===== src/rtl/sg_pkg.sv =====
package sg_pkg;
    typedef enum logic {
        SG_SCATTER = 1'b0,
        SG_GATHER  = 1'b1
    } sg_mode_e;
endpackage


===== src/rtl/sg_interval_mem.sv =====
module sg_interval_mem #(
    parameter int IDX_W = 4,
    parameter int LBL_W = 8
) (
    input  logic             clk,
    input  logic             rst_n,
    input  logic [IDX_W-1:0] rd_idx,
    output logic [LBL_W-1:0] rd_lbl,
    output logic             rd_act,
    input  logic             wr_en,
    input  logic [IDX_W-1:0] wr_idx,
    input  logic [LBL_W-1:0] wr_lbl,
    input  logic             clr_act
);
    localparam int DEPTH = 1 << IDX_W;

    typedef struct packed {
        logic [DEPTH-1:0][LBL_W-1:0] lbl;
        logic [DEPTH-1:0]            act;
    } mem_t;

    mem_t st_d, st_q;

    always_comb begin
        st_d = st_q;
        if (clr_act) st_d.act = '0;
        if (wr_en) begin
            st_d.lbl[wr_idx] = wr_lbl;
            st_d.act[wr_idx] = 1'b1;
        end
    end

    always_ff @(posedge clk or negedge rst_n) begin
        if (!rst_n) begin
            st_q.lbl <= '1;
            st_q.act <= '0;
        end else begin
            st_q <= st_d;
        end
    end

    assign rd_lbl = st_q.lbl[rd_idx];
    assign rd_act = st_q.act[rd_idx];

    // a lowered label is stored and its vertex marked active
    assert_write_lands_R6: assert property (@(posedge clk) disable iff (!rst_n)
        wr_en |=> (st_q.act[$past(wr_idx)] && st_q.lbl[$past(wr_idx)] == $past(wr_lbl)));
endmodule


===== src/rtl/sg_gather_min.sv =====
module sg_gather_min #(
    parameter int PART_W   = 4,
    parameter int IVL_LOG2 = 4,
    parameter int LBL_W    = 8
) (
    input  logic                       fire,
    input  logic [PART_W-1:0]          part_idx,
    input  logic [PART_W+IVL_LOG2-1:0] upd_dst,
    input  logic [LBL_W-1:0]           upd_val,
    input  logic [LBL_W-1:0]           cur_lbl,
    output logic                       wr_en,
    output logic [IVL_LOG2-1:0]        wr_idx,
    output logic [LBL_W-1:0]           wr_lbl
);
    localparam int VTX_W = PART_W + IVL_LOG2;

    logic in_part;
    logic lower;

    always_comb begin
        in_part = (upd_dst[VTX_W-1 -: PART_W] == part_idx);
        lower   = (upd_val < cur_lbl);
        wr_en   = fire && in_part && lower;
        wr_idx  = upd_dst[IVL_LOG2-1:0];
        wr_lbl  = upd_val;
    end
endmodule


===== src/rtl/sg_scatter_stage.sv =====
module sg_scatter_stage #(
    parameter int PART_W   = 4,
    parameter int IVL_LOG2 = 4,
    parameter int LBL_W    = 8
) (
    input  logic                       clk,
    input  logic                       rst_n,
    input  logic                       load,
    input  logic                       clr_hist,
    input  logic [PART_W+IVL_LOG2-1:0] in_dst,
    input  logic [LBL_W-1:0]           in_val,
    input  logic                       in_act,
    input  logic                       in_last,
    output logic                       can_take,
    input  logic                       out_ready,
    output logic                       out_valid,
    output logic [PART_W+IVL_LOG2-1:0] out_dst,
    output logic [LBL_W-1:0]           out_val,
    output logic [PART_W-1:0]          out_bin,
    output logic                       out_act,
    output logic                       out_chg,
    output logic                       out_last
);
    localparam int VTX_W = PART_W + IVL_LOG2;

    typedef struct packed {
        logic              valid;
        logic [VTX_W-1:0]  dst;
        logic [LBL_W-1:0]  val;
        logic [PART_W-1:0] bin;
        logic              act;
        logic              chg;
        logic              last;
        logic [PART_W-1:0] prev_bin;
        logic              first;
    } stg_t;

    stg_t st_d, st_q;
    logic [PART_W-1:0] new_bin;

    always_comb begin
        st_d    = st_q;
        new_bin = in_dst[VTX_W-1 -: PART_W];
        if (out_ready) st_d.valid = 1'b0;
        if (load) begin
            st_d.valid    = 1'b1;
            st_d.dst      = in_dst;
            st_d.val      = in_val;
            st_d.bin      = new_bin;
            st_d.act      = in_act;
            st_d.last     = in_last;
            st_d.chg      = st_q.first || (new_bin != st_q.prev_bin);
            st_d.prev_bin = new_bin;
            st_d.first    = 1'b0;
        end
        if (clr_hist) st_d.first = 1'b1;
    end

    always_ff @(posedge clk or negedge rst_n) begin
        if (!rst_n) begin
            st_q       <= '0;
            st_q.first <= 1'b1;
        end else begin
            st_q <= st_d;
        end
    end

    assign can_take  = !st_q.valid || out_ready;
    assign out_valid = st_q.valid;
    assign out_dst   = st_q.dst;
    assign out_val   = st_q.val;
    assign out_bin   = st_q.bin;
    assign out_act   = st_q.act;
    assign out_chg   = st_q.chg;
    assign out_last  = st_q.last;

    // a waiting update keeps its contents
    assert_stall_hold_R5: assert property (@(posedge clk) disable iff (!rst_n)
        (out_valid && !out_ready) |=> (out_valid && $stable(out_dst) && $stable(out_val)
                                       && $stable(out_bin) && $stable(out_chg)));
endmodule


===== src/rtl/sg_engine.sv =====
module sg_engine #(
    parameter int PART_W   = 4,
    parameter int IVL_LOG2 = 4,
    parameter int LBL_W    = 8,
    parameter int CNT_W    = 16
) (
    input  logic                       clk,
    input  logic                       rst_n,
    input  logic                       mode,
    input  logic                       start,
    input  logic [PART_W-1:0]          part_idx,
    input  logic                       edge_valid,
    output logic                       edge_ready,
    input  logic [PART_W+IVL_LOG2-1:0] edge_src,
    input  logic [PART_W+IVL_LOG2-1:0] edge_dst,
    input  logic                       edge_last,
    input  logic                       upd_in_valid,
    output logic                       upd_in_ready,
    input  logic [PART_W+IVL_LOG2-1:0] upd_in_dst,
    input  logic [LBL_W-1:0]           upd_in_val,
    input  logic                       upd_in_last,
    output logic                       upd_out_valid,
    input  logic                       upd_out_ready,
    output logic [PART_W+IVL_LOG2-1:0] upd_out_dst,
    output logic [LBL_W-1:0]           upd_out_val,
    output logic [PART_W-1:0]          upd_out_bin,
    output logic                       upd_out_src_act,
    output logic                       upd_out_bin_chg,
    output logic                       upd_out_last,
    output logic [CNT_W-1:0]           pass_count,
    output logic                       pass_done
);
    import sg_pkg::*;

    sg_mode_e cur_mode;
    logic     stage_take;
    logic     edge_fire, upd_fire, any_fire, any_last;

    logic [IVL_LOG2-1:0] rd_idx;
    logic [LBL_W-1:0]    rd_lbl;
    logic                rd_act;
    logic                wr_en;
    logic [IVL_LOG2-1:0] wr_idx;
    logic [LBL_W-1:0]    wr_lbl;
    logic                clr_act;

    typedef struct packed {
        logic [CNT_W-1:0] cnt;
        logic             done;
    } ctl_t;

    ctl_t ctl_d, ctl_q;

    always_comb begin
        cur_mode     = sg_mode_e'(mode);
        edge_ready   = (cur_mode == SG_SCATTER) && stage_take;
        upd_in_ready = (cur_mode == SG_GATHER);
        edge_fire    = edge_valid && edge_ready;
        upd_fire     = upd_in_valid && upd_in_ready;
        any_fire     = edge_fire || upd_fire;
        any_last     = (edge_fire && edge_last) || (upd_fire && upd_in_last);
        rd_idx       = (cur_mode == SG_GATHER) ? upd_in_dst[IVL_LOG2-1:0]
                                               : edge_src[IVL_LOG2-1:0];
        clr_act      = start && (cur_mode == SG_GATHER);
    end

    always_comb begin
        ctl_d = ctl_q;
        if (start) begin
            ctl_d.cnt  = '0;
            ctl_d.done = 1'b0;
        end else begin
            ctl_d.cnt  = ctl_q.cnt + CNT_W'(any_fire);
            ctl_d.done = any_last;
        end
    end

    always_ff @(posedge clk or negedge rst_n) begin
        if (!rst_n) ctl_q <= '0;
        else        ctl_q <= ctl_d;
    end

    assign pass_count = ctl_q.cnt;
    assign pass_done  = ctl_q.done;

    sg_interval_mem #(.IDX_W(IVL_LOG2), .LBL_W(LBL_W)) i_mem (
        .clk     (clk),
        .rst_n   (rst_n),
        .rd_idx  (rd_idx),
        .rd_lbl  (rd_lbl),
        .rd_act  (rd_act),
        .wr_en   (wr_en),
        .wr_idx  (wr_idx),
        .wr_lbl  (wr_lbl),
        .clr_act (clr_act)
    );

    sg_gather_min #(.PART_W(PART_W), .IVL_LOG2(IVL_LOG2), .LBL_W(LBL_W)) i_gather (
        .fire     (upd_fire),
        .part_idx (part_idx),
        .upd_dst  (upd_in_dst),
        .upd_val  (upd_in_val),
        .cur_lbl  (rd_lbl),
        .wr_en    (wr_en),
        .wr_idx   (wr_idx),
        .wr_lbl   (wr_lbl)
    );

    sg_scatter_stage #(.PART_W(PART_W), .IVL_LOG2(IVL_LOG2), .LBL_W(LBL_W)) i_scatter (
        .clk       (clk),
        .rst_n     (rst_n),
        .load      (edge_fire),
        .clr_hist  (start),
        .in_dst    (edge_dst),
        .in_val    (rd_lbl),
        .in_act    (rd_act),
        .in_last   (edge_last),
        .can_take  (stage_take),
        .out_ready (upd_out_ready),
        .out_valid (upd_out_valid),
        .out_dst   (upd_out_dst),
        .out_val   (upd_out_val),
        .out_bin   (upd_out_bin),
        .out_act   (upd_out_src_act),
        .out_chg   (upd_out_bin_chg),
        .out_last  (upd_out_last)
    );

    // gather mode refuses edges
    assert_no_edges_in_gather_R8: assert property (@(posedge clk) disable iff (!rst_n)
        mode |-> !edge_ready);
    // scatter mode refuses incoming updates
    assert_no_updates_in_scatter_R8: assert property (@(posedge clk) disable iff (!rst_n)
        !mode |-> !upd_in_ready);
    // a start leaves the counter at zero
    assert_start_zeroes_R9: assert property (@(posedge clk) disable iff (!rst_n)
        start |=> (pass_count == '0));
endmodule


===== config.mk =====
export PLATFORM = sky130hd
export DESIGN_NAME = sg_engine
export DESIGN_NICKNAME = d
export VERILOG_FILES = /design/src/rtl/sg_pkg.sv /design/src/rtl/sg_interval_mem.sv /design/src/rtl/sg_gather_min.sv /design/src/rtl/sg_scatter_stage.sv /design/src/rtl/sg_engine.sv
export SDC_FILE = /design/constraint.sdc
export NUM_CORES = 1
export LEC_CHECK = 0
export ABC_AREA = 0
export BUFFER_PORTS_ARGS = -buffer_cell sky130_fd_sc_hd__buf_4
export CORE_ASPECT_RATIO = 0.7
export CORE_MARGIN = 1.5
export CORE_UTILIZATION = 48
export DETAILED_ROUTE_END_ITERATION = 12
export MAX_ROUTING_LAYER = met4
export PLACE_DENSITY = 0.63
export SYNTH_ARGS = -nofsm -noshare
export SYNTH_HDL_FRONTEND = slang
export SYNTH_SLANG_ARGS = --single-unit

===== constraint.sdc =====
create_clock -name clk -period 4.8 [get_ports clk]
set_input_delay 0.24 -clock clk [delete_from_list [all_inputs] [get_ports clk]]
set_output_delay 0.24 -clock clk [all_outputs]
set_load 0.05 [all_outputs]

After elaboration in Yosys (flattened, before gate mapping)
Index checks and enable logic that the tools add are counted.
{"block": "word_totals", "ff_bits": 186, "wordCells": 68}
{"block": "classes", "mux": 16, "n_eq_ne": 2, "reduce_logical": 16, "order_cmp": 4, "bitwise": 2, "add_sub_neg": 1}
{"cell": "$bwmux W128", "n": 1}
{"cell": "$bmux W8 S4", "n": 1}
{"cell": "$demux W8 S4", "n": 1}
{"cell": "$mux W16", "n": 2}
{"cell": "$mux W29", "n": 1}
{"cell": "$mux W17", "n": 1}
{"cell": "$add A16 B1 Y16", "n": 1}
{"cell": "$mux W8", "n": 2}
{"cell": "$or A16 B16 Y16", "n": 1}
{"cell": "$lt A4 B5 Y1 const B", "n": 2}
{"cell": "$logic_and A1 B1 Y1", "n": 9}
{"cell": "$lt A8 B8 Y1", "n": 1}
{"cell": "$bmux W1 S4", "n": 1}
{"cell": "$demux W1 S4", "n": 1}
{"cell": "$eq A4 B4 Y1", "n": 1}
{"cell": "$ge A4 B1 Y1 const B", "n": 1}
{"cell": "$logic_or A1 B1 Y1", "n": 4}
{"cell": "$mux W1", "n": 4}
{"cell": "$mux W4", "n": 1}
{"cell": "$ne A4 B4 Y1", "n": 1}
{"cell": "$reduce_bool A2 Y1", "n": 2}
{"cell": "$logic_not A1 Y1", "n": 1}
{"cell": "$not A1 Y1", "n": 1}

Depth between registers and ports, before layout
Gate-level depths: netlist (run 1).
{"block": "logic_depth", "ltp_word": 7, "mapped_depth": 17}

Hierarchy
From an unflattened synthesis (run 1), not the netlist that was laid out.
{"block": "unflattened", "hier_cells": 626, "hier_area_um2": 9088.7}
{"mod": "sg_interval_mem", "cells_each": 411, "area_per_inst_um2": 6751.5, "instances": 1, "seq_area_each_um2": 3763.6}
{"mod": "sg_scatter_stage", "cells_each": 73, "area_per_inst_um2": 1041.0, "instances": 1, "seq_area_each_um2": 526.8}
{"mod": "sg_engine", "cells_each": 98, "area_per_inst_um2": 972.2, "instances": 1, "seq_area_each_um2": 425.4}
{"mod": "sg_gather_min", "cells_each": 44, "area_per_inst_um2": 324.1, "instances": 1, "seq_area_each_um2": 0.0}

Worst setup path before layout (run 1)
OpenSTA, ideal clock, no wires.
{"block": "synth_path", "path_type": "input -> register", "startpoint": "input mode", "endpoint": "register i_mem.st_q[24] in the netlist's numbering", "cell_stages": 15, "n_path_buf": 3, "setup_ns": 0.082, "setup_slack_ns": 0.443, "t_arrival_ns": 4.274, "path_cell_list": "buf_4 -> mux2i_4 -> buf_2 -> mux4_2 -> mux2_2 -> o21ai_0 -> ha_1 -> a21o_1 -> a21oi_1 -> o211ai_1 -> a211oi_1 -> a2bb2oi_4 -> or4_1 -> buf_4 -> mux2_4"}
{"block": "synth_between", "elab_chain_cells": 5}
{"item": "start: declaration", "line": "sg_engine.sv:9", "text": "input logic mode,"}
{"item": "$mux W4", "line": "sg_engine.sv:62", "text": "rd_idx = (cur_mode == SG_GATHER) ? upd_in_dst[IVL_LOG2-1:0]"}
{"item": "$bmux W8 S4", "line": "sg_interval_mem.sv:42", "text": "assign rd_lbl = st_q.lbl[rd_idx];"}
{"item": "$mux W8 (not written as such)", "line": "sg_interval_mem.sv:42"}
{"item": "$lt A8 B8 Y1", "line": "sg_gather_min.sv:22", "text": "lower = (upd_val < cur_lbl);"}
{"item": "$logic_and A1 B1 Y1 *", "line": "sg_gather_min.sv:23", "text": "wr_en = fire && in_part && lower;"}
{"item": "end signal: assignment", "line": "sg_interval_mem.sv:38", "text": "st_q <= st_d;"}
{"item": "end: declaration", "line": "sg_interval_mem.sv:22", "text": "mem_t st_d, st_q;"}
Mark *: on every way between the ends. The rest lies on a longest branch, timed or not. The select of a mux whose other input is x is not followed.
A chain may end at the register's enable or synchronous reset.

Final worst setup path (run 1)
{"block": "layout_path", "startpoint": "input mode", "endpoint": "register i_mem.st_q[29] in the netlist's numbering"}
Same word-level chain as after synthesis.

==> results.md, run 1 <==
- Met3 Resource Use GR: 0.0400
- Clock root buffer: clkbuf_16
- Routability Congestion: around 0.8
- WL/cell: 20.6 um
- Hold crit path type: input pin to flip-flop
- CP dominant cell by count: buf_4
- Multi-input logic area: between 3000 and 4000 sq um
- Total setup violations reported at the end of the flow: 0
- Max-cap violation count: 0
- Latest clock arrival within the worst-skew pair: ~0.43 ns
- R2R cell count: 12
- Max H-tree Level: 4
- Startpoint Class: input pin
- Crit path kind: input pin to flip-flop
- Fin cells: 959
- Most Crowded Layer GR: met2
- Syn Nets: around 680
- Drc violations: 0
- Number of global-route vias before repair: 5444
- DIE AREA: between 15000 and 20000 sq um
- Final Critical Period: 4.16 ns
- Final Hold Slack: approximately 0.019 ns
- Maximum clock path buffer count: 2
- Finished Core Util: 0.581
- Synth cell types: 43
- Clk slew on worst S/H paths: about 0.060 ns
- P per Cell Area: about 340 nW/um^2
- Final nets: approximately 760
- Die height: roughly 120 um
- DRT iter0 DRCs: approximately 280
- Most frequent cells in the layout: mux2_2 (129), dfstp_2 (129), buf_4 (111)
- Clk sinks: between 150 and 200
- Max_slew headroom: 0.446
- Crit-path max cell delay: 0.55 ns
- Critical R2R Capture: i_mem.st_q[29]
- Flop2flop setup slack: around 0.84 ns
- Port buffer count: 83
- Final Hold Fails: 0
- Crit path max fanout: 9
- First-pass GRT wire length: 30900 um
- Total CTS buffers: 17
- Seq cells post-synth: between 150 and 200
- Pre-CTS setup slack: between 0.15 and 0.2 ns
- P&R area growth vs syn: 18.1%
- Max-slew violations: 0
- Req. time, crit path: between 5 and 6 ns
- Layout cells sized above 1: 0.642
- Gr usage total: 0.220
- DR pass1 iterations: 4
- Antenna violations before repair: 0
- Initial core utilization: 0.492
- Critical path capture point: i_mem.st_q[29]
- Post-route ant nets: 0
- Post-synthesis cell area: between 8000 and 9000 sq um
- Final WL: slightly below 20000 um
- Via/cell ratio: 5.46
- Hpwl dp: ~13000 um
- Row count: 41
- Worst Slack Setup Final: 0.642 ns
- Antenna cells: 0
- Grt met1 use: 0.316
- Die width: around 170 um
- Met2 Use GR: 0.326
- Period utilisation layout: 0.866
- Worst-path cell with the longest stage delay: mux4_2
- RSZ-0062 raised after global routing: no
- Placed cells: 923
- Most common flop cell mapped by yosys: dfstp_2
- Grt total ovfl: 0
- Critical path launch point: mode
- Achievable frequency: between 200 and 250 MHz
- Reg2reg start: i_mem.st_q[85]
- Vias: 5235
- Worst VDD drop: roughly 230 uV
- Power consumption: between 3 and 4 mW
- Finished Cell Area: about 11000 sq um
- Number of flops mapped to enable cells by yosys: 0
- Sum of negative setup slack: 0 ns
- CTS tree: done
- Dpl cell area: slightly below 10000 sq um
- Pleak: 4.80 nW
- Sequential share of the synthesized area: 0.529
- Syn avg cell area: 14.2 sq um
- Fin Clk Skew: 0.00926 ns
- FILL cells: 1449
- Worst Tran Pin Value: 0.832 ns
- Async SR Flop Fraction: 1.00
- Io pins: 88
- Number of warning messages in the yosys log: 0
- Worst EP arrival: 4.51 ns
- Register area: ~4700 sq um
- Largest net degree at the start of global routing: 92
- Total core area: between 15000 and 20000 sq um
- Status: completed
- Crit path cell chain: buf_4 -> buf_4 -> mux2i_4 -> mux4_2 -> mux2i_1 -> nand2_1 -> o21ai_0 -> ha_1 -> a21o_1 -> a21oi_1 -> o211ai_1 -> a211oi_1 -> a2bb2oi_4 -> or4_1 -> buf_4 -> mux2_4
- Setup crit end kind: flip-flop
- Post-Synthesis Cells: approximately 630
- Post-CTS Setup Bufs: 0
final cells by class:
cell class | count | share of cell area
Multi-Input combinational cell | 385 | 0.368
Timing Repair Buffer | 122 | 0.0954
Inverter | 2 | 0.000713
Tap cell | 236 | 0.0280
Sequential cell | 182 | 0.448
Clock inverter | 14 | 0.0187
Clock buffer | 18 | 0.0417
layer usage:
layer / part of all wire / up-vias
li1: - / 2406
met1: 0.49 / 2721
met2: 0.46 / 99
met3: 0.043 / 9
met4: 0.0065 / 0
met5: 0 / -
synth_stat cells (all sizes together) (15+ instances only):
cell / n / share of area
mux4: 36 / 0.093
mux2: 137 / 0.18
dfstp: 129 / 0.38
a21o: 15 / 0.013
nor2: 17 / 0.0072
dfrtp: 53 / 0.15
nand2: 63 / 0.027
clkbuf: 26 / 0.011
buf: 33 / 0.026
xor2: 17 / 0.017
o21ai: 17 / 0.0095
where the power goes:
| part | leakage, nW | internal, mW | switching (mW) |
|---|---|---|---|
| Sequential | 2.04 | 1.60 | 0.0296 |
| Clock | 0.299 | 0.890 | 0.610 |
| Combinational | 2.46 | 0.163 | 0.296 |
state kept, by name (all words and copies together), names as in the netlist:
name,flops
i_mem.st_q,144
pass_count,16
i_scatter.out_val,8
i_scatter.out_bin,4
i_scatter.out_dst,4
i_scatter.out_act,1
i_scatter.out_chg,1
i_scatter.out_last,1
i_scatter.out_valid,1
i_scatter.st_q,1
pass_done,1
worst max-delay path: cells and delay by family:
kind	cells	cell delay [ns]
buf+inv	3	0.52
mux	4	1.58
simple gates	2	0.60
fa+ha+maj	1	0.32
compound gates	6	1.24
how the worst min path moves through the flow:
stage | from | to | slack (ns) | depth (start not counted)
after floorplan | rst_n | i_mem.st_q[0] | -0.06 | 0
after global placement | rst_n | i_mem.st_q[3] | 0.36 | 1
after detailed placement | rst_n | i_mem.st_q[0] | 0.37 | 1
after CTS | edge_dst[5] | i_scatter.out_bin[1] | 0.005 | 3
after global routing | edge_dst[4] | i_scatter.out_bin[0] | 0.004 | 3
final | edge_dst[4] | i_scatter.out_bin[0] | 0.02 | 3
logic make-up after synthesis:
group	after synthesis	synth area share
xor+xnor	22	0.0216
flops	182	0.529
buf+inv	61	0.0380
compound gates	40	0.0303
fa+ha+maj	9	0.0126
mux	185	0.284
simple gates	129	0.0839
repair_timing:
item                                    in CTS  in global routing
endpoints found under the hold margin       20                  0
hold buffers                                 4                  0
resized for setup                            0                  0
endpoints found under the setup margin       0                  0
(Power assumes the default switching activity.)
==> inputs of run 2 (changes only) <==
--- a/config.mk
+++ b/config.mk
@@ -7,12 +7,15 @@
 export LEC_CHECK = 0
 export ABC_AREA = 0
 export BUFFER_PORTS_ARGS = -buffer_cell sky130_fd_sc_hd__buf_4
+export CAP_MARGIN = 20
 export CORE_ASPECT_RATIO = 0.7
 export CORE_MARGIN = 1.5
 export CORE_UTILIZATION = 48
 export DETAILED_ROUTE_END_ITERATION = 12
+export GPL_TIMING_DRIVEN = 0
 export MAX_ROUTING_LAYER = met4
 export PLACE_DENSITY = 0.63
 export SYNTH_ARGS = -nofsm -noshare
 export SYNTH_HDL_FRONTEND = slang
+export SYNTH_HIERARCHICAL = 1
 export SYNTH_SLANG_ARGS = --single-unit
==> run 2 against run 1 <==
Compared with the run above: sequential cell count stayed put; synthesized area is 2.0% higher; via count is 4.7% higher; die area is 1.9% higher; worst hold slack better by 0.022 ns; register-to-register slack better by 0.23 ns; clock power is 12% lower; critical endpoint is now i_mem/st_q[143]; highest routed layer unchanged.
==> results.md, run 2 <==
- Status: completed
- Number of flops mapped to enable cells by yosys: 0 (unchanged)
- Via/cell ratio: 5.58 (+2.2%)
- Io pins: 88 (unchanged)
- Largest net degree at the start of global routing: 116 (+26%)
- Final Critical Period: 4.38 ns (+0.227 ns)
- Max-cap violation count: 0 (unchanged)
- Gr usage total: 0.232 (+0.0121)
- WL/cell: 21.3 um (+3.5%)
- RSZ-0062 raised after global routing: no
- Max reg flops: 144 (unchanged)
- Req. time, crit path: 5.16 ns (about the same)
- Most frequent cells in the layout: mux2_2 (130), dfstp_2 (129), buf_4 (120)
- Cts hold-fix bufs: 0 (-4)
- Post-Synthesis Cells: 626 (-0.32%)
- Max-slew violations: 0 (unchanged)
- Hold path cells: 2 (-1)
- Startpoint Class: input pin
- Reg2reg start: i_mem/st_q[42]
- XOR/XNOR Fraction of Synth Area: 0.0116 (-0.0101)
- Routability Congestion: 0.786 (+0.18%)
- Main combinational cell family by area after synthesis: multiplexers
- R2R cell count: 11 (-1)
- Finished Cell Area: 10700 sq um (+1.6%)
- Min-delay src: edge_dst[2]
- Dominant cells by area after synthesis: dfstp_2 (37%), mux2_2 (16%), dfrtp_1 (15%)
- Hold EP: i_scatter/out_dst[2]
- Worst VDD drop: 213 uV (-5.8%)
- Hold crit path type: input pin to flip-flop
- P&R area growth vs syn: 17.7%
- Synth Area in Simple Gates: 0.0662 (-0.0177)
- Top-count cell post-synth: mux2_2
- Dpl cell area: 10000 sq um (+1.8%)
- Number of warning messages in the yosys log: 6 (+6)
- Most common cell after layout, fill and taps aside: mux2_2
- Latest clock arrival within the worst-skew pair: 0.43 ns (about the same)
- Worst Tran Pin Value: 0.866 ns (+0.0344 ns)
- Antenna violations before repair: 0 (unchanged)
- Port buffer count: 82 (-1.2%)
- CTS tree: done
- Hpwl dp: 14800 um (+9.4%)
- Sequential share of the synthesized area: 0.519 (-0.0102)
- Post-route ant nets: 0 (unchanged)
- Number of global-route vias before repair: 5838 (+7.2%)
- Final nets: 787 (+3.0%)
- Seq cells post-synth: 182 (unchanged)
- Final Hold Slack: 0.0411 ns (+0.0218 ns)
- Async SR Flop Fraction: 1.00 (unchanged)
- DRT iter0 DRCs: 394 (+43%)
- Commonest cells post-synth: mux2_2 (130), dfstp_2 (129), dfrtp_1 (53)
- P per Cell Area: 315 nW/um^2 (-7.7%)
- Period utilisation layout: 0.913 (+0.0472)
- FILL cells: 1429 (-1.4%)
- Synth cell types: 49 (+14%)
- Antenna cells: 0 (unchanged)
- Clock root buffer: clkbuf_16
- Synth top area share: 0.373 (-0.00733)
- Setup crit end kind: flip-flop
- Total setup violations reported at the end of the flow: 0 (unchanged)
- Post-synthesis mux area share: 0.292 (+0.00718)
- Clk sinks: 182 (unchanged)
- Maximum clock path buffer count: 2 (unchanged)
- Post-synthesis cell area: 9090 sq um (+2.0%)
- Syn avg cell area: 14.5 sq um (+2.3%)
- Achievable frequency: 228 MHz (-5.2%)
- DIE AREA: 19800 sq um (+1.9%)
- Pleak: 4.73 nW (-1.5%)
- Die height: 118 um (+0.95%)
- Leading area contributor after synthesis: dfstp_2
- Die width: 167 um (+0.96%)
- DR pass1 iterations: 5 (+1)
- Syn Nets: 680 (-0.29%)
- Worst EP arrival: 4.74 ns (+0.23 ns)
- Final WL: 20900 um (+6.0%)
- Sum of negative setup slack: 0 ns (unchanged)
- Power consumption: 3.37 mW (-6.2%)
- Total core area: 18300 sq um (+0.85%)
- Flop2flop setup slack: 1.07 ns (+0.23 ns)
- Max H-tree Level: 4 (unchanged)
- Initial core utilization: 0.498 (+0.00544)
- First-pass GRT wire length: 33400 um (+8.3%)
- Vias: 5479 (+4.7%)
- Most common flop cell mapped by yosys: dfstp_2
- Layout cells sized above 1: 0.700 (+0.0580)
- Critical R2R Capture: i_mem/st_q[143]
- Row count: 41 (unchanged)
- Crit path kind: input pin to flip-flop
- Final Hold Fails: 0 (unchanged)
- Finished Core Util: 0.586 (+0.00435)
- Largest Register: i_mem/st_q
- Post-synthesis compound-gate area fraction: 0.0416 (+0.0113)
- Fin Clk Skew: 0.0109 ns (+0.00160 ns)
- Post-synthesis adder-cell area fraction: 0.0124 (-0.000243)
- Drc violations: 0 (unchanged)
- Grt total ovfl: 0 (unchanged)
- Crit path max fanout: 10 (+1)
- Total CTS buffers: 17 (unchanged)
- Max_slew headroom: 0.420 (-0.0254)
- Clk slew on worst S/H paths: 0.07 ns (about the same)
==> run 2: cell types whose count changed in the layout (fill, tap and decap cells not counted), moves of 5 or more <==
| cell | previous run | this run |
|---|---|---|
| buf_2 | 0 | 12 |
| xor2_1 | 17 | 6 |
| nor2_2 | 0 | 6 |
| buf_6 | 1 | 9 |
| o21ai_0 | 17 | 7 |
| mux2_4 | 8 | 25 |
| mux2i_1 | 9 | 0 |
| inv_1 | 2 | 14 |
| nor2b_1 | 2 | 11 |
| nand2_1 | 63 | 21 |
| a22oi_1 | 0 | 19 |
| buf_4 | 111 | 120 |
| and3_1 | 5 | 0 |
==> run 2: how the worst max path moves through the flow <==
stage                     depth (start not counted)  startpoint               to  slack (ns)
after floorplan                                  15        mode   i_mem/st_q[72]        0.72
after global placement                           15        mode   i_mem/st_q[75]       -0.66
after detailed placement                         15        mode   i_mem/st_q[74]       -0.80
after CTS                                        15        mode   i_mem/st_q[74]     -0.0008
after global routing                             16        mode   i_mem/st_q[26]        0.21
final                                            15        mode  i_mem/st_q[143]        0.42
==> run 2: cell families (layout without fill, tap and decap cells) <==
kind of cell,Yosys count,after routing
adder cells (fa/ha/maj),9,9
AND/OR/NAND/NOR,97,97
flip-flops,182,182
XOR/XNOR,12,12
AO/OA/AOI/OAI,54,54
multiplexers,191,191
buffers and inverters,81,201
==> run 2: report_power, final <==
group | switching, mW | internal (mW)
sequential | 0.0231 | 1.58
combinational | 0.263 | 0.180
clock | 0.603 | 0.718
==> run 2: through the flow <==
stage / std cells / setup slack [ns]
after floorplan: 626 / 0.715
after global placement: 944 / -0.659
after detailed placement: 945 / -0.798
after CTS: 981 / -0.000751
after global routing: 982 / 0.206
final: 982 / 0.416
==> run 2: metal layers <==
metal  track usage  wire (um)  vias up
li1              -          -     2465
met5             -          0        -
met2         0.348       9810      109
met4        0.0591        199        0
met3        0.0455        794       18
met1         0.326      10100     2887
==> run 2: worst max-delay path, cell delays in order <==
cell	delay [ns]
clkbuf_2	0.19
mux2_2	0.26
clkbuf_2	0.30
buf_1	0.66
mux4_2	0.42
a22oi_1	0.14
nand2_1	0.10
inv_1	0.07
ha_1	0.24
a211oi_2	0.21
o21ai_1	0.18
a211oi_4	0.44
nand3_1	0.22
nor2_2	0.63
mux2_2	0.42
==> run 2: final cells by class <==
class	count	area, sq um	area share
buffer	66	475	0.0444
clock buffer	18	429	0.0401
clock inverter	14	128	0.0119
inverter	15	56.3	0.00526
multi-input combinational	363	3870	0.362
sequential	182	4720	0.441
tap	236	295	0.0276
timing repair buffer	88	726	0.0678
==> run 2: what timing repair did <==
action                                 in CTS  in global routing
gates resized for setup                     5                  4
endpoints found under the hold margin       0                  0
setup endpoints to repair                  72                112
pin swaps                                   3                  1
buffers inserted                            4                  1
